<file path="src/rtl/regsel_pkg.sv">
package regsel_pkg;

  localparam int ICODE_W = 4;

  // instruction class codes (fixed: produced by the fetch stage)
  localparam logic [ICODE_W-1:0] IC_HALT  = 4'h0;
  localparam logic [ICODE_W-1:0] IC_NOP   = 4'h1;
  localparam logic [ICODE_W-1:0] IC_CMOV  = 4'h2;
  localparam logic [ICODE_W-1:0] IC_IRMOV = 4'h3;
  localparam logic [ICODE_W-1:0] IC_STORE = 4'h4;
  localparam logic [ICODE_W-1:0] IC_LOAD  = 4'h5;
  localparam logic [ICODE_W-1:0] IC_ALU   = 4'h6;
  localparam logic [ICODE_W-1:0] IC_JUMP  = 4'h7;
  localparam logic [ICODE_W-1:0] IC_CALL  = 4'h8;
  localparam logic [ICODE_W-1:0] IC_RET   = 4'h9;
  localparam logic [ICODE_W-1:0] IC_PUSH  = 4'hA;
  localparam logic [ICODE_W-1:0] IC_POP   = 4'hB;

  typedef enum logic [2:0] {
    OPA_VALA = 3'd0,
    OPA_VALC = 3'd1,
    OPA_INC4 = 3'd2,
    OPA_DEC4 = 3'd3,
    OPA_ZERO = 3'd4
  } opa_sel_e;

  typedef enum logic {
    OPB_VALB = 1'b0,
    OPB_ZERO = 1'b1
  } opb_sel_e;

  typedef enum logic [1:0] {
    NPC_SEQ  = 2'd0,
    NPC_VALC = 2'd1,
    NPC_VALM = 2'd2
  } npc_sel_e;

endpackage

</file>
<file path="src/rtl/regsel_src.sv">
module regsel_src
  import regsel_pkg::*;
#(
  parameter int REG_W = 4,
  parameter int SP_ID = 4
) (
  input  logic [ICODE_W-1:0] icode_i,
  input  logic [REG_W-1:0]   ra_i,
  input  logic [REG_W-1:0]   rb_i,
  output logic [REG_W-1:0]   src_a_o,
  output logic [REG_W-1:0]   src_b_o
);

  localparam logic [REG_W-1:0] NONE = '1;
  localparam logic [REG_W-1:0] SP   = REG_W'(SP_ID);

  // read port A: explicit rA users, or the stack pointer for stack pops
  always_comb begin
    src_a_o = NONE;
    case (icode_i)
      IC_CMOV, IC_STORE, IC_ALU, IC_PUSH: src_a_o = ra_i;
      IC_POP, IC_RET:                     src_a_o = SP;
      default:                            src_a_o = NONE;
    endcase
  end

  // read port B: base/second operand, or the stack pointer for all stack classes
  always_comb begin
    src_b_o = NONE;
    case (icode_i)
      IC_ALU, IC_STORE, IC_LOAD:          src_b_o = rb_i;
      IC_PUSH, IC_POP, IC_CALL, IC_RET:   src_b_o = SP;
      default:                            src_b_o = NONE;
    endcase
  end

endmodule

</file>
<file path="src/rtl/regsel_dst.sv">
module regsel_dst
  import regsel_pkg::*;
#(
  parameter int REG_W = 4,
  parameter int SP_ID = 4
) (
  input  logic [ICODE_W-1:0] icode_i,
  input  logic [REG_W-1:0]   ra_i,
  input  logic [REG_W-1:0]   rb_i,
  input  logic               cnd_i,
  output logic [REG_W-1:0]   dst_e_o,
  output logic [REG_W-1:0]   dst_m_o
);

  localparam logic [REG_W-1:0] NONE = '1;
  localparam logic [REG_W-1:0] SP   = REG_W'(SP_ID);

  logic pop_hits_sp;
  assign pop_hits_sp = (ra_i == SP);

  always_comb begin
    dst_e_o = NONE;
    case (icode_i)
      IC_CMOV:                   dst_e_o = cnd_i ? rb_i : NONE;
      IC_IRMOV, IC_ALU:          dst_e_o = rb_i;
      IC_PUSH, IC_CALL, IC_RET:  dst_e_o = SP;
      IC_POP:                    dst_e_o = pop_hits_sp ? NONE : SP;
      default:                   dst_e_o = NONE;
    endcase
  end

  always_comb begin
    dst_m_o = NONE;
    case (icode_i)
      IC_LOAD, IC_POP: dst_m_o = ra_i;
      default:         dst_m_o = NONE;
    endcase
  end

  // both write ports never aim at one register (memory result wins)
  always_comb begin
    if (dst_e_o != NONE) begin
      p_single_target_r6: assert (dst_e_o != dst_m_o)
        else $error("two write ports target register %0h", dst_e_o);
    end
  end

endmodule

</file>
<file path="src/rtl/regsel_flow.sv">
module regsel_flow
  import regsel_pkg::*;
(
  input  logic [ICODE_W-1:0] icode_i,
  input  logic               cnd_i,
  output opa_sel_e           opa_o,
  output opb_sel_e           opb_o,
  output npc_sel_e           npc_o
);

  always_comb begin
    opa_o = OPA_ZERO;
    opb_o = OPB_ZERO;
    case (icode_i)
      IC_ALU:            begin opa_o = OPA_VALA; opb_o = OPB_VALB; end
      IC_CMOV:           begin opa_o = OPA_VALA; opb_o = OPB_ZERO; end
      IC_IRMOV:          begin opa_o = OPA_VALC; opb_o = OPB_ZERO; end
      IC_STORE, IC_LOAD: begin opa_o = OPA_VALC; opb_o = OPB_VALB; end
      IC_PUSH, IC_CALL:  begin opa_o = OPA_DEC4; opb_o = OPB_VALB; end
      IC_POP, IC_RET:    begin opa_o = OPA_INC4; opb_o = OPB_VALB; end
      default:           begin opa_o = OPA_ZERO; opb_o = OPB_ZERO; end
    endcase
  end

  always_comb begin
    npc_o = NPC_SEQ;
    case (icode_i)
      IC_JUMP: npc_o = cnd_i ? NPC_VALC : NPC_SEQ;
      IC_CALL: npc_o = NPC_VALC;
      IC_RET:  npc_o = NPC_VALM;
      default: npc_o = NPC_SEQ;
    endcase
  end

endmodule

</file>
<file path="src/rtl/regport_select.sv">
module regport_select
  import regsel_pkg::*;
#(
  parameter int REG_W = 4,
  parameter int SP_ID = 4
) (
  input  logic [3:0]       icode_i,
  input  logic [REG_W-1:0] ra_i,
  input  logic [REG_W-1:0] rb_i,
  input  logic             cnd_i,
  output logic [REG_W-1:0] src_a_o,
  output logic [REG_W-1:0] src_b_o,
  output logic [REG_W-1:0] dst_e_o,
  output logic [REG_W-1:0] dst_m_o,
  output logic [2:0]       alu_a_sel_o,
  output logic             alu_b_sel_o,
  output logic [1:0]       pc_sel_o
);

  localparam logic [REG_W-1:0] NONE = '1;
  localparam logic [REG_W-1:0] SP   = REG_W'(SP_ID);

  opa_sel_e opa;
  opb_sel_e opb;
  npc_sel_e npc;

  regsel_src #(.REG_W(REG_W), .SP_ID(SP_ID)) u_src (
    .icode_i (icode_i),
    .ra_i    (ra_i),
    .rb_i    (rb_i),
    .src_a_o (src_a_o),
    .src_b_o (src_b_o)
  );

  regsel_dst #(.REG_W(REG_W), .SP_ID(SP_ID)) u_dst (
    .icode_i (icode_i),
    .ra_i    (ra_i),
    .rb_i    (rb_i),
    .cnd_i   (cnd_i),
    .dst_e_o (dst_e_o),
    .dst_m_o (dst_m_o)
  );

  regsel_flow u_flow (
    .icode_i (icode_i),
    .cnd_i   (cnd_i),
    .opa_o   (opa),
    .opb_o   (opb),
    .npc_o   (npc)
  );

  assign alu_a_sel_o = opa;
  assign alu_b_sel_o = opb;
  assign pc_sel_o    = npc;

  // cross-checks between the separately decoded port and select paths
  always_comb begin
    if (npc == NPC_VALM) begin
      p_return_uses_stack_r7: assert (src_a_o == SP && src_b_o == SP && dst_e_o == SP)
        else $error("return target without stack ports");
    end
    if (opa == OPA_INC4 || opa == OPA_DEC4) begin
      p_stack_step_base_r5: assert (src_b_o == SP)
        else $error("stack step with base %0h", src_b_o);
    end
    if (opa == OPA_ZERO && opb == OPB_ZERO) begin
      p_idle_ports_r9: assert (src_a_o == NONE && src_b_o == NONE &&
                               dst_e_o == NONE && dst_m_o == NONE)
        else $error("idle class drives a register port");
    end
    if (opa == OPA_VALC && opb == OPB_VALB) begin
      p_address_base_r4: assert (src_b_o == rb_i && dst_e_o == NONE)
        else $error("address form with wrong ports");
    end
    if (opa == OPA_VALC && opb == OPB_ZERO) begin
      p_immediate_no_reads_r3: assert (src_a_o == NONE && src_b_o == NONE)
        else $error("immediate move reads a register");
    end
  end

endmodule

</file>
<file path="config.mk">
export PLATFORM = sky130hd
export DESIGN_NAME = regport_select
export DESIGN_NICKNAME = d
export VERILOG_FILES = /design/src/rtl/regsel_pkg.sv /design/src/rtl/regsel_src.sv /design/src/rtl/regsel_dst.sv /design/src/rtl/regsel_flow.sv /design/src/rtl/regport_select.sv
export SDC_FILE = /design/constraint.sdc
export NUM_CORES = 1
export LEC_CHECK = 0
export ABC_AREA = 1
export BUFFER_PORTS_ARGS = -buffer_cell sky130_fd_sc_hd__buf_2
export CORE_AREA = 2 2 39 41
export DETAILED_ROUTE_END_ITERATION = 10
export DIE_AREA = 0 0 41 43
export GPL_TIMING_DRIVEN = 0
export PLACE_DENSITY = 0.71
export SLEW_MARGIN = 20
export SYNTH_ARGS = -nofsm -noshare
export SYNTH_HDL_FRONTEND = slang
export SYNTH_HIERARCHICAL = 1
export SYNTH_SLANG_ARGS = --single-unit
</file>
<file path="constraint.sdc">
create_clock -name vclk -period 0.8
set_input_delay 0.16 -clock vclk [all_inputs]
set_output_delay 0.16 -clock vclk [all_outputs]
set_load 0.05 [all_outputs]
</file>
==> key figures, run 1 <==
Placement
  • I/O Buffers: 35
  • Dpl ws: -0.720 ns
  • RePlAce Congestion: 0.696
  • Detailed Place HPWL: 1250 um

Run status
  • Tool error: [ERROR DPL-0038] Utilization greater than 100%, impossible to legalize
  • Stopped at: 5_1_grt
  • Status: aborted with a tool error

Floorplan
  • Initial Util: 30.6%
  • # rows: 14
  • Ports: 35
  • Die H: 43 um
  • DIE WIDTH: 41 um

Synthesis
  • Syn_nets: 110
  • Synth top cells by count: 44 x nand2_1, 18 x inv_1, 14 x nand3_1
  • Yosys top cell area share: 39.1%
  • Post-synthesis cell count: 97
  • Yosys cell types: 13
  • Post-synthesis average cell area: 4.36 sq um
  • Sequential fraction of the synthesis area: 0%
  • Ys Warns: 6
  • Synthesized area: 423 sq um
  • Most common cell in the netlist: nand2_1
  • Top post-synthesis cells by area: nand2_1 39%, nand3_1 17%, inv_1 16%
  • Synth area leader: nand2_1

Timing
  • Worst_ep kind: primary output
  • Worst setup endpoint GRT: dst_m_o[0]

Global routing
  • Largest net degree at the start of global routing: 11
[stage by stage]
step,instance area [sq um],std cells
detailed placement,881,148
CTS,1270,153
floorplan,686,97
global placement,881,148
[repair_timing]
action | CTS
hold buffers | 0
cloned | 2
buffers inserted | 3
pin swaps | 19
gates resized for setup | 92
endpoints found under the setup margin | 22
[cells by family after synthesis]
kind of cell	synth area share (%)
AO/OA/AOI/OAI	5.62
buffers and inverters	16.9
AND/OR/NAND/NOR	77.5
==> inputs of run 2 (changes only) <==
Settings changed: CORE_AREA 2 2 39 41 to 2 2 63 65, DIE_AREA 0 0 41 43 to 0 0 65 67, PLACE_DENSITY 0.71 to not set, PLACE_DENSITY_LB_ADDON set to 0.15.
Clock period 0.8 ns to 1 ns, I/O delays scaled along.
==> key figures, run 2 <==
Run status
  • Status: finished with violations
  • Violated checks: negative setup slack

Timing
  • RSZ-0062 raised after global routing: yes
  • Setup-failing EPs final: 20
  • Worst setup margin: -0.113 ns
  • Final period utilization: 111%
  • Fin Setup TNS: -1.44 ns
  • Final hold violations: 0
  • Post-route minimum period: 1.11 ns
  • Max-slew headroom: 85.8%
  • Max-slew violation count: 0
  • Hold_ws: 0.756 ns
  • Max Freq: 899 MHz
  • Slew @ Worst Pin: 0.213 ns

Cells and area
  • Seq. cell area: 0 sq um
  • Design Area, Final: 1270 sq um
  • Most common cell after layout, fill and taps aside: nand2_2
  • Layout fillers: 400
  • Fin util: 35.1%
  • Highest-count cells in the layout ignoring fill and taps: 19 x nand2_2, 14 x nand2_1, 12 x nand2_4, 10 x buf_8, 10 x buf_6
  • Antenna cell count: 0
  • Area grow syn2layout: 199%
  • Number of clock-tree buffers in the layout: 0
  • Seq cells: 0
  • Multi-input gate area: 596 sq um
  • Final net count: 153
  • Share of cells above drive strength 1: 76.8%

Setup path
  • Slowest-stage cell, CP: or2_1
  • CP max FO: 5
  • CP peak stage delay: 0.22 ns
  • Crit-path cells: buf_12, nor2_4, nand2_2, or2_1, buf_6
  • Startpoint Class: input pin
  • Critical path startpoint: icode_i[3]
  • Worst Setup End Kind: output port
  • Worst Setup Path Type: input pin to output port
  • Critical path arrival: 0.91 ns
  • WP data required: 0.80 ns

Global routing
  • Gr usage total: 7.49%
  • Gr ovfl total: 0
  • Initial antenna violation count: 0
  • First-pass GRT wire length: 2770 um
  • Vias in the first global route: 646
  • Largest net degree at the start of global routing: 11

Synthesis
  • Post-synthesis average cell area: 4.36 sq um
  • Synthesized area: 423 sq um
  • Synth top cells by count: 44 x nand2_1, 18 x inv_1, 14 x nand3_1
  • Synth area leader: nand2_1
  • Top post-synthesis cells by area: nand2_1 39%, nand3_1 17%, inv_1 16%
  • Yosys cell types: 13
  • Post-synthesis cell count: 97
  • Yosys top cell area share: 39.1%
  • Sequential fraction of the synthesis area: 0%
  • Ys Warns: 6
  • Syn_nets: 110
  • Most common cell in the netlist: nand2_1

Detailed routing
  • Met3 WL: 77 um
  • Routed Antenna Nets: 0
  • DRC viols: 0
  • Metal-1 WL: 757 um
  • Vias per inst: 3.90
  • Pre-Repair DR Iteration Count: 4
  • Met2 wire len: 969 um
  • Detailed-route wire length per cell: 9.70 um
  • Final wirelength: 1810 um
  • Max Used Layer: met3
  • Vias: 726
  • Iteration-0 DRC Markers: 9

CTS
  • Hold-fix buffer count after cts: 0

Placement
  • Dpl ws: -0.536 ns
  • Detailed Place HPWL: 1320 um
  • DP Area: 756 sq um
  • I/O Buffers: 35
  • RePlAce Congestion: 0.716

Min path
  • Hold crit path type: input pin to output port
  • Hold_sp: ra_i[0]

Floorplan
  • Initial Util: 11.7%
  • Total Die Area: 4360 sq um
  • DIE WIDTH: 65 um
  • # rows: 22
  • Die H: 67 um
  • Total core area: 3610 sq um
  • Ports: 35

Power
  • PwrDens: 590 nW/um^2
  • Peak supply drop: 208 uV
  • Lkg Pwr: 0.601 nW

Flow run
  • Max-cap viol count: 0
==> run 2: cell counts after synthesis <==
No cell type changed its count.
==> run 2: worst max-delay path: cells and delay by family <==
family,cells,cell delay (ns)
buffers and inverters,2,0.28
AND/OR/NAND/NOR,3,0.43
==> run 2: cell type report <==
class	instances	share of cell area, %
inverters	19	9.09
repair buffers	41	39.1
multi-input cells	78	47.0
well taps	48	4.74
==> run 2: per-stage QoR <==
stage	std cells	total power, W
6_report	186	0.000747
5_1_grt	186	0.000790
4_1_cts	183	0.000648
3_5_place_dp	180	0.000495
3_3_place_gp	180	0.000494
2_1_floorplan	97	0.000363
==> run 2: logic make-up (layout without fill, tap and decap cells) <==
group	after synthesis	in the layout	share of synthesized area [%]
AND/OR/NAND/NOR	74	74	77.5
buffers and inverters	19	60	16.9
AO/OA/AOI/OAI	4	4	5.62
==> run 2: power by group <==
part           internal, W  leakage [nW]  total (W)  switching [W]
clock network            0             0          0              0
logic             0.000300         0.601   0.000747       0.000448
registers                0             0          0              0
total             0.000300         0.601   0.000747       0.000448
==> run 2: final timing paths <==
check	end	slack, ns	cells past startpoint
max	src_b_o[2]	-0.11	5
min	dst_m_o[0]	0.76	4
==> run 2: what timing repair did <==
action / in CTS / in global routing
pin swaps: 15 / 19
endpoints found under the hold margin: 0 / 0
setup buffers: 1 / 3
gates resized for setup: 77 / 58
cloned: 2 / 0
setup endpoints to repair: 22 / 21
==> run 2: per-layer routing <==
layer  GRT usage (%)  up-vias
met3           0.338        0
met2            13.9       21
met4               0        0
li1                -      381
met1            10.1      324
met5               0        -
No activity file was read; power rests on OpenSTA's default activity.
